**config.mk**
```make
export PLATFORM = sky130hd
export DESIGN_NAME = frt_timer
export DESIGN_NICKNAME = d
export VERILOG_FILES = /design/src/rtl/frt_pkg.sv /design/src/rtl/frt_decode.sv /design/src/rtl/frt_prescale.sv /design/src/rtl/frt_count.sv /design/src/rtl/frt_regs.sv /design/src/rtl/frt_timer.sv
export SDC_FILE = /design/constraint.sdc
export NUM_CORES = 1
export LEC_CHECK = 0
export BUFFER_PORTS_ARGS = -buffer_cell sky130_fd_sc_hd__buf_4
export CAP_MARGIN = 0
export CORE_ASPECT_RATIO = 1.5
export CORE_UTILIZATION = 40
export CTS_CLUSTER_DIAMETER = 60
export CTS_CLUSTER_SIZE = 14
export DETAILED_ROUTE_END_ITERATION = 12
export PLACE_DENSITY_LB_ADDON = 0.25
export SLEW_MARGIN = 20
export SYNTH_ARGS = -nofsm -noshare
export SYNTH_HDL_FRONTEND = slang
export SYNTH_HIERARCHICAL = 1
export SYNTH_SLANG_ARGS = --single-unit
export TNS_END_PERCENT = 1
```
**constraint.sdc**
```tcl
create_clock -name clk_i -period 1.5 [get_ports clk_i]
set_clock_uncertainty 0.15 [all_clocks]
set_input_delay 0.3 -clock clk_i [delete_from_list [all_inputs] [get_ports clk_i]]
set_output_delay 0.3 -clock clk_i [all_outputs]
set_load 0.01 [all_outputs]
```
**src/rtl/frt_pkg.sv**
```systemverilog
package frt_pkg;

    localparam int unsigned ADDR_W = 3;

    localparam logic [ADDR_W-1:0] A_CTRL = 3'd0;
    localparam logic [ADDR_W-1:0] A_STAT = 3'd1;
    localparam logic [ADDR_W-1:0] A_MHI  = 3'd2;
    localparam logic [ADDR_W-1:0] A_MLO  = 3'd3;
    localparam logic [ADDR_W-1:0] A_AHI  = 3'd4;
    localparam logic [ADDR_W-1:0] A_ALO  = 3'd5;

    // One-cycle bus operation, decoded from address and strobes
    typedef struct packed {
        logic rd_ctrl;
        logic rd_stat;
        logic rd_hi;
        logic rd_lo_main;
        logic rd_lo_alt;
        logic wr_ctrl;
        logic wr_lo;
    } bus_op_t;

endpackage

```
**src/rtl/frt_decode.sv**
```systemverilog
module frt_decode
    import frt_pkg::*;
(
    input  logic [ADDR_W-1:0] addr_i,
    input  logic              rd_i,
    input  logic              wr_i,
    output bus_op_t           op_o
);

    always_comb begin
        op_o            = '0;
        op_o.rd_ctrl    = rd_i && (addr_i == A_CTRL);
        op_o.rd_stat    = rd_i && (addr_i == A_STAT);
        op_o.rd_hi      = rd_i && ((addr_i == A_MHI) || (addr_i == A_AHI));
        op_o.rd_lo_main = rd_i && (addr_i == A_MLO);
        op_o.rd_lo_alt  = rd_i && (addr_i == A_ALO);
        op_o.wr_ctrl    = wr_i && (addr_i == A_CTRL);
        op_o.wr_lo      = wr_i && ((addr_i == A_MLO) || (addr_i == A_ALO));
    end

endmodule

```
**src/rtl/frt_prescale.sv**
```systemverilog
module frt_prescale #(
    parameter int unsigned PS_DIV = 4
) (
    input  logic clk_i,
    input  logic rst_ni,
    input  logic clr_i,
    output logic tick_o
);

    localparam int unsigned PS_W = (PS_DIV > 1) ? $clog2(PS_DIV) : 1;
    localparam logic [PS_W-1:0] PS_LAST = PS_W'(PS_DIV - 1);

    generate
        if (PS_DIV <= 1) begin : g_bypass
            logic unused_ps;
            assign unused_ps = clk_i ^ rst_ni ^ clr_i;
            assign tick_o    = 1'b1;
        end else begin : g_div
            logic [PS_W-1:0] ps_d, ps_q;

            always_comb begin
                ps_d = ps_q;
                if (clr_i) begin
                    ps_d = '0;
                end else if (ps_q == PS_LAST) begin
                    ps_d = '0;
                end else begin
                    ps_d = ps_q + PS_W'(1);
                end
            end

            always_ff @(posedge clk_i or negedge rst_ni) begin
                if (!rst_ni) begin
                    ps_q <= '0;
                end else begin
                    ps_q <= ps_d;
                end
            end

            assign tick_o = (ps_q == PS_LAST);
        end
    endgenerate

endmodule

```
**src/rtl/frt_count.sv**
```systemverilog
module frt_count #(
    parameter int unsigned     CNT_W  = 16,
    parameter logic [CNT_W-1:0] PRESET = 16'hFFFC
) (
    input  logic             clk_i,
    input  logic             rst_ni,
    input  logic             tick_i,
    input  logic             reload_i,
    output logic [CNT_W-1:0] count_o,
    output logic             wrap_o
);

    logic [CNT_W-1:0] cnt_d, cnt_q;

    always_comb begin
        cnt_d = cnt_q;
        if (reload_i) begin
            cnt_d = PRESET;
        end else if (tick_i) begin
            cnt_d = cnt_q + CNT_W'(1);
        end
    end

    always_ff @(posedge clk_i or negedge rst_ni) begin
        if (!rst_ni) begin
            cnt_q <= PRESET;
        end else begin
            cnt_q <= cnt_d;
        end
    end

    assign count_o = cnt_q;
    // A restart on the same clock suppresses the wrap
    assign wrap_o  = tick_i && (&cnt_q) && !reload_i;

endmodule

```
**src/rtl/frt_regs.sv**
```systemverilog
module frt_regs
    import frt_pkg::*;
#(
    parameter int unsigned BUS_W    = 8,
    parameter int unsigned IE_BIT   = 5,
    parameter int unsigned FLAG_BIT = 7,
    localparam int unsigned CNT_W   = 2 * BUS_W
) (
    input  logic             clk_i,
    input  logic             rst_ni,
    input  bus_op_t          op_i,
    input  logic [BUS_W-1:0] wdata_i,
    input  logic [CNT_W-1:0] count_i,
    input  logic             wrap_i,
    output logic [BUS_W-1:0] rdata_o,
    output logic             irq_o,
    output logic             ie_o,
    output logic             flag_o,
    output logic             arm_o,
    output logic             pend_o,
    output logic [BUS_W-1:0] lbuf_o
);

    typedef struct packed {
        logic             ie;
        logic             flag;
        logic             arm;
        logic             pend;
        logic [BUS_W-1:0] lbuf;
    } regs_t;

    regs_t s_d, s_q;

    logic unused_wbits;
    assign unused_wbits = ^wdata_i;

    always_comb begin
        s_d = s_q;

        if (op_i.wr_ctrl) begin
            s_d.ie = wdata_i[IE_BIT];
        end

        // coherent read sequence
        if (op_i.rd_hi && !s_q.pend) begin
            s_d.pend = 1'b1;
            s_d.lbuf = count_i[BUS_W-1:0];
        end
        if (op_i.rd_lo_main || op_i.rd_lo_alt || op_i.wr_lo) begin
            s_d.pend = 1'b0;
        end

        // two-step flag clear
        if (op_i.rd_stat && s_q.flag) begin
            s_d.arm = 1'b1;
        end
        if (op_i.rd_lo_main) begin
            if (s_q.arm && s_q.flag) begin
                s_d.flag = 1'b0;
            end
            s_d.arm = 1'b0;
        end

        // a fresh overflow wins over clearing and voids the arming
        if (wrap_i) begin
            s_d.flag = 1'b1;
            s_d.arm  = 1'b0;
        end
    end

    always_ff @(posedge clk_i or negedge rst_ni) begin
        if (!rst_ni) begin
            s_q <= '0;
        end else begin
            s_q <= s_d;
        end
    end

    always_comb begin
        rdata_o = '0;
        if (op_i.rd_ctrl) begin
            rdata_o[IE_BIT] = s_q.ie;
        end
        if (op_i.rd_stat) begin
            rdata_o[FLAG_BIT] = s_q.flag;
        end
        if (op_i.rd_hi) begin
            rdata_o = count_i[CNT_W-1:BUS_W];
        end
        if (op_i.rd_lo_main || op_i.rd_lo_alt) begin
            rdata_o = s_q.pend ? s_q.lbuf : count_i[BUS_W-1:0];
        end
    end

    assign irq_o  = s_q.flag & s_q.ie;
    assign ie_o   = s_q.ie;
    assign flag_o = s_q.flag;
    assign arm_o  = s_q.arm;
    assign pend_o = s_q.pend;
    assign lbuf_o = s_q.lbuf;

endmodule

```
**src/rtl/frt_timer.sv**
```systemverilog
module frt_timer
    import frt_pkg::*;
#(
    parameter int unsigned BUS_W    = 8,
    parameter int unsigned PS_DIV   = 4,
    parameter int unsigned IE_BIT   = 5,
    parameter int unsigned FLAG_BIT = 7,
    parameter logic [2*BUS_W-1:0] PRESET = 16'hFFFC
) (
    input  logic              clk_i,
    input  logic              rst_ni,
    input  logic [ADDR_W-1:0] addr_i,
    input  logic [BUS_W-1:0]  wdata_i,
    input  logic              rd_i,
    input  logic              wr_i,
    output logic [BUS_W-1:0]  rdata_o,
    output logic              irq_o
);

    localparam int unsigned CNT_W = 2 * BUS_W;

    bus_op_t          op;
    logic             tick;
    logic             wrap;
    logic [CNT_W-1:0] count;
    logic             ie_q, flag_q, arm_q, pend_q;
    logic [BUS_W-1:0] lbuf_q;

    frt_decode u_decode (
        .addr_i (addr_i),
        .rd_i   (rd_i),
        .wr_i   (wr_i),
        .op_o   (op)
    );

    frt_prescale #(
        .PS_DIV (PS_DIV)
    ) u_prescale (
        .clk_i  (clk_i),
        .rst_ni (rst_ni),
        .clr_i  (op.wr_lo),
        .tick_o (tick)
    );

    frt_count #(
        .CNT_W  (CNT_W),
        .PRESET (PRESET)
    ) u_count (
        .clk_i    (clk_i),
        .rst_ni   (rst_ni),
        .tick_i   (tick),
        .reload_i (op.wr_lo),
        .count_o  (count),
        .wrap_o   (wrap)
    );

    frt_regs #(
        .BUS_W    (BUS_W),
        .IE_BIT   (IE_BIT),
        .FLAG_BIT (FLAG_BIT)
    ) u_regs (
        .clk_i   (clk_i),
        .rst_ni  (rst_ni),
        .op_i    (op),
        .wdata_i (wdata_i),
        .count_i (count),
        .wrap_i  (wrap),
        .rdata_o (rdata_o),
        .irq_o   (irq_o),
        .ie_o    (ie_q),
        .flag_o  (flag_q),
        .arm_o   (arm_q),
        .pend_o  (pend_q),
        .lbuf_o  (lbuf_q)
    );

endmodule

```
Yosys cells after proc, flatten, opt, wreduce, memory -nomap -nowiden --
Cells that the tools add are included.
Cells by class: add/sub/neg operators 2, equality and inequality tests 6, mux-type cells 15, bitwise operators 1, reduce and logical (&&, ||, !) cells 26
Operator list (number):
- $mux W16 | 2
- $mux W8 | 3
- $add A16 B1 Y16 const B | 1
- $reduce_and A16 Y1 | 1
- $logic_and A1 B1 Y1 | 12
- $mux W9 | 1
- $mux W2 | 4
- $reduce_bool A2 Y1 | 4
- $eq A3 B2 Y1 const B | 2
- $eq A3 B3 Y1 const B | 2
- $mux W1 | 5
- $logic_or A1 B1 Y1 | 4
- $eq A3 B1 Y1 const B | 1
- $logic_not A3 Y1 | 1
- $reduce_bool A3 Y1 | 1
- $add A2 B1 Y2 const B | 1
- $eq A2 B2 Y1 const B | 1
- $logic_not A1 Y1 | 2
- $reduce_and A2 Y1 | 1
- $and A1 B1 Y1 | 1
Storage, ports and cells: register bits 30, input port bits 15

Longest topological paths before layout --
depth after elaboration 7, gate-level depth with buffers 6

Modules after synthesis --
Netlist, hierarchy kept.
Modules (own cells, without submodules):
- frt_count | instances 1, cells an instance 81, area each 843.3 um^2
- frt_regs | instances 1, cells an instance 62, area each 734.5 um^2
- frt_prescale | instances 1, cells an instance 5, area each 78.8 um^2
- frt_decode | instances 1, cells an instance 8, area each 75.1 um^2

Worst setup path before layout --
No wires, ideal clock.
kind input -> register, start point in addr_i[2], end point reg u_count.cnt_q[14] (netlist: u_count/count_o[14]), library setup time 0.064 ns, data arrival time 1.541 ns, path slack -0.255 ns, stages 6, path buffers 0, cell sequence xor2_1 > and3_1 > o2111a_1 > nand2_1 > or3_1 > nand3_1
RTL lines:
- start: declaration | line frt_timer.sv:12 | input logic [ADDR_W-1:0] addr_i,
- end signal: assignment | line frt_count.sv:28 | cnt_q <= cnt_d;
- end: declaration | line frt_count.sv:13 | logic [CNT_W-1:0] cnt_d, cnt_q;

==> results.py <==
metrics = {
    "global_route": {
        "grtUsageMet2_pct": 40.5,
        "grt_pass1_vias": 1627,
        "grt_antenna_before_repair": 0,
        "gr-usage-met3_pct": 5.76,
        "global_route.usage.met1_pct": 21.9,
        "grt_pass1_wl_um": 7510,
        "busiest_layer": "met2",
        "grt_util_all_layers_pct": 21.7,
        "grt-ovfl-total": 0,
        "grt_max_degree": 31,
    },
    "route": {
        "wl_per_cell_um": 17.9,
        "antenna_violating_nets_post_route": 0,
        "drt_iter0_drc": 45,
        "route.detailed.drc": 0,
        "drtPass1Iterations": 4,
        "dr_total_vias": 1445,
        "route.detailed.vias_per_inst": 5.62,
        "detail_route.wirelength_um": 4610,
    },
    "place": {
        "placedCellCount": 246,
        "dp.final_hpwl_um": 3240,
        "port_buffers": 16,
        "place.gp.congestion": 0.821,
    },
    "synthesis": {
        "synth_top_area_share_pct": 23.1,
        "yosys_register_bits": 30,
        "postSynth.asyncResetShare_pct": 100,
        "area_leader_netlist": "dfrtp_1",
        "synth.top_cells.by_area": "dfrtp_1 (23%), dfstp_2 (21%), mux2_4 (6.9%)",
        "synthDistinctLibCells": 44,
        "ys_top_cells_by_count": "dfrtp_1 (16), dfstp_2 (14), nand2_1 (14)",
        "synthesis.yosys.warnings": 6,
        "syn_nets": 173,
        "post_synth_inst_count": 156,
        "post_synth_edffs": 0,
        "yosysSeqAreaShare_pct": 44.4,
        "synth.cell_area_um2": 1730,
        "synthesis.area_per_instance_um2": 11.1,
        "most_numerous_cell_in_the_yosys_netlist": "dfrtp_1",
        "ys.flop_type": "dfrtp_1",
    },
    "setup_path": {
        "startpoint_kind_of_the_worst_setup_timing_path": "input pin",
        "worst-r2r-cell-count": 5,
        "worstSetupStartpoint": "addr_i[2]",
        "critical_path_class": "in2out",
        "cp.arrival_ns": 1.43,
        "critPathCaptureType": "output pin",
        "r2r_end": "u_count/count_o[11]",
        "ff_to_ff_setup_slack_ns": -0.13,
        "r2r_start": "u_count/count_o[4]",
        "cp_max_fo": 6,
        "cp.required_ns": 1.05,
        "timing.critical_path.to": "rdata_o[6]",
    },
    "clocking": {
        "htreeDepth": 2,
        "clock_tree_from_tritoncts": "built",
        "tritoncts_num_sinks": 30,
        "insertion_delay_ns": 0.29,
        "cts-buffers-inserted": 5,
        "max-clock-path-buffers": 2,
        "clk_pin_slew_worst_paths_ns": 0.07,
        "clk_root_buffer_cell": "clkbuf_8",
    },
    "status": {
        "violations_in_the_final_reports": "setup timing",
        "outcome": "finished with violations",
    },
    "sta": {
        "final.setup.tns_ns": -4.19,
        "hold_vio_cnt_final": 0,
        "unrepaired_setup_endpoints_after_global_routing": "true",
        "slew_violations": 0,
        "final_min_period_over_clock_period_pct": 125,
        "finalCriticalPeriod_ns": 1.88,
        "finalHoldWorstSlack_ns": 0.0941,
        "max_freq_mhz": 532,
        "tightest_slew_ns": 0.382,
        "setup-violations-final": 26,
        "fin_ws_ns": -0.378,
        "timing.max_slew.rel_slack_pct": 74.5,
    },
    "layout": {
        "flow.area_growth_from_synthesis_pct": 47.6,
        "share_of_post_route_cells_with_drive_strength_above_1_pct": 60.4,
        "insertedDiodeCount": 0,
        "filler_cell_count": 313,
        "finish.cell_count_without_fillers": 257,
        "finish.net_count": 228,
    },
    "power_and_ir_drop": {
        "total_power_w": 0.00449,
        "power.leakage_nw": 1.08,
        "irDropWorstVdd_mv": 1.06,
        "p_per_area_nw_per_um2": 1760,
    },
    "worst_hold_path": {
        "worst_hold_path_type": "in2reg",
    },
    "floorplan": {
        "die_width_um": 55.7,
        "core_region_area_um2": 4030,
        "placementRows": 28,
        "io_pins": 24,
        "effective_utilization_at_floorplan_pct": 43.0,
        "dieHeight_um": 82.6,
        "floorplan.die_area_um2": 4600,
    },
    "flow_run": {
        "max-cap-violations": 0,
    },
}
[layout by cell type, fill, tap and decap left out, types with 3 or more instances in the layout]
| master | count |
|---|---|
| mux2i_1 | 8 |
| dfstp_2 | 14 |
| a211oi_4 | 6 |
| dfrtp_1 | 16 |
| nor2_1 | 3 |
| or3_1 | 3 |
| nand3_1 | 6 |
| xor2_1 | 7 |
| clkbuf_8 | 8 |
| buf_6 | 7 |
| and3_2 | 3 |
| nand3_2 | 3 |
| and2_1 | 3 |
| a21oi_4 | 6 |
| mux2_4 | 8 |
| buf_4 | 46 |
| nand2_1 | 14 |
| nand4_1 | 3 |
[sequential cells by signal, indices dropped and copies added, names as in the netlist]
register	count
u_count/count_o	16
u_prescale/g_div.ps_q	2
u_regs/arm_o	1
u_regs/flag_o	1
u_regs/ie_o	1
u_regs/lbuf_o	8
u_regs/pend_o	1
[logic make-up after synthesis]
kind of cell	share of synthesized area [%]
AOI/OAI and AO/OA	9.75
xor gates and xnor gates	5.56
adders and majority gates	1.44
buffers and inverters	3.76
DFF	44.4
muxes	12.8
and+or+nand+nor	22.3
[where the power goes]
part / internal, W / total (W) / switching [W] / leakage, nW
combinational: 0.00112 / 0.00222 / 0.00110 / 0.687
clock: 0.000463 / 0.000777 / 0.000314 / 0.0575
sequential: 0.00124 / 0.00149 / 0.000252 / 0.331
[timing repair]
| action | 4_1_cts | 5_1_grt |
|---|---|---|
| setup endpoints to repair | 29 | 30 |
| pin swaps | 8 | 6 |
| hold buffers | 1 | 0 |
| gates resized for setup | 21 | 11 |
| hold endpoints to repair | 16 | 0 |
| buffers inserted | 2 | 0 |
[worst min path at each step]
stage                          to  slack [ns]        from  depth (start not counted)
2_1_floorplan  u_count/count_o[0]       -0.15      rst_ni                          0
3_3_place_gp        u_regs/pend_o        0.09      rst_ni                          1
3_5_place_dp        u_regs/pend_o        0.10      rst_ni                          1
4_1_cts               u_regs/ie_o        0.08  wdata_i[5]                          2
5_1_grt               u_regs/ie_o        0.09  wdata_i[5]                          2
6_report              u_regs/ie_o        0.09  wdata_i[5]                          2
[final cells by class]
cell class	instances	area (um^2)	share of cell area, %
Clock buffer	8	110	4.31
Inverter	1	3.75	0.147
Multi-Input combinational cell	116	1130	44.3
Sequential cell	30	768	30.1
Tap cell	45	56.3	2.20
Timing Repair Buffer	57	484	18.9
[metrics by stage]
step                      setup slack, ns  instance area, um^2  utilization (%)
final                              -0.378                 2560             63.4
after global routing               -0.406                 2560             63.4
after CTS                          -0.377                 2500             62.2
after detailed placement           -0.456                 2260             56.1
after global placement             -0.410                 2260             56.1
after floorplan                    -0.151                 1870                -
[worst max-delay path, cell delays in order]
cell      delay [ns]
buf_8           0.10
xor2_2          0.17
and3b_2         0.25
buf_4           0.17
a211oi_4        0.25
a21oi_4         0.04
buf_4           0.15
[per-layer routing]
metal,vias up,share of wire (%)
met5,-,0
met4,0,2.3
met3,11,2.6
met2,31,55
met1,731,40
li1,672,-
Power figures use the tool's default switching activity.
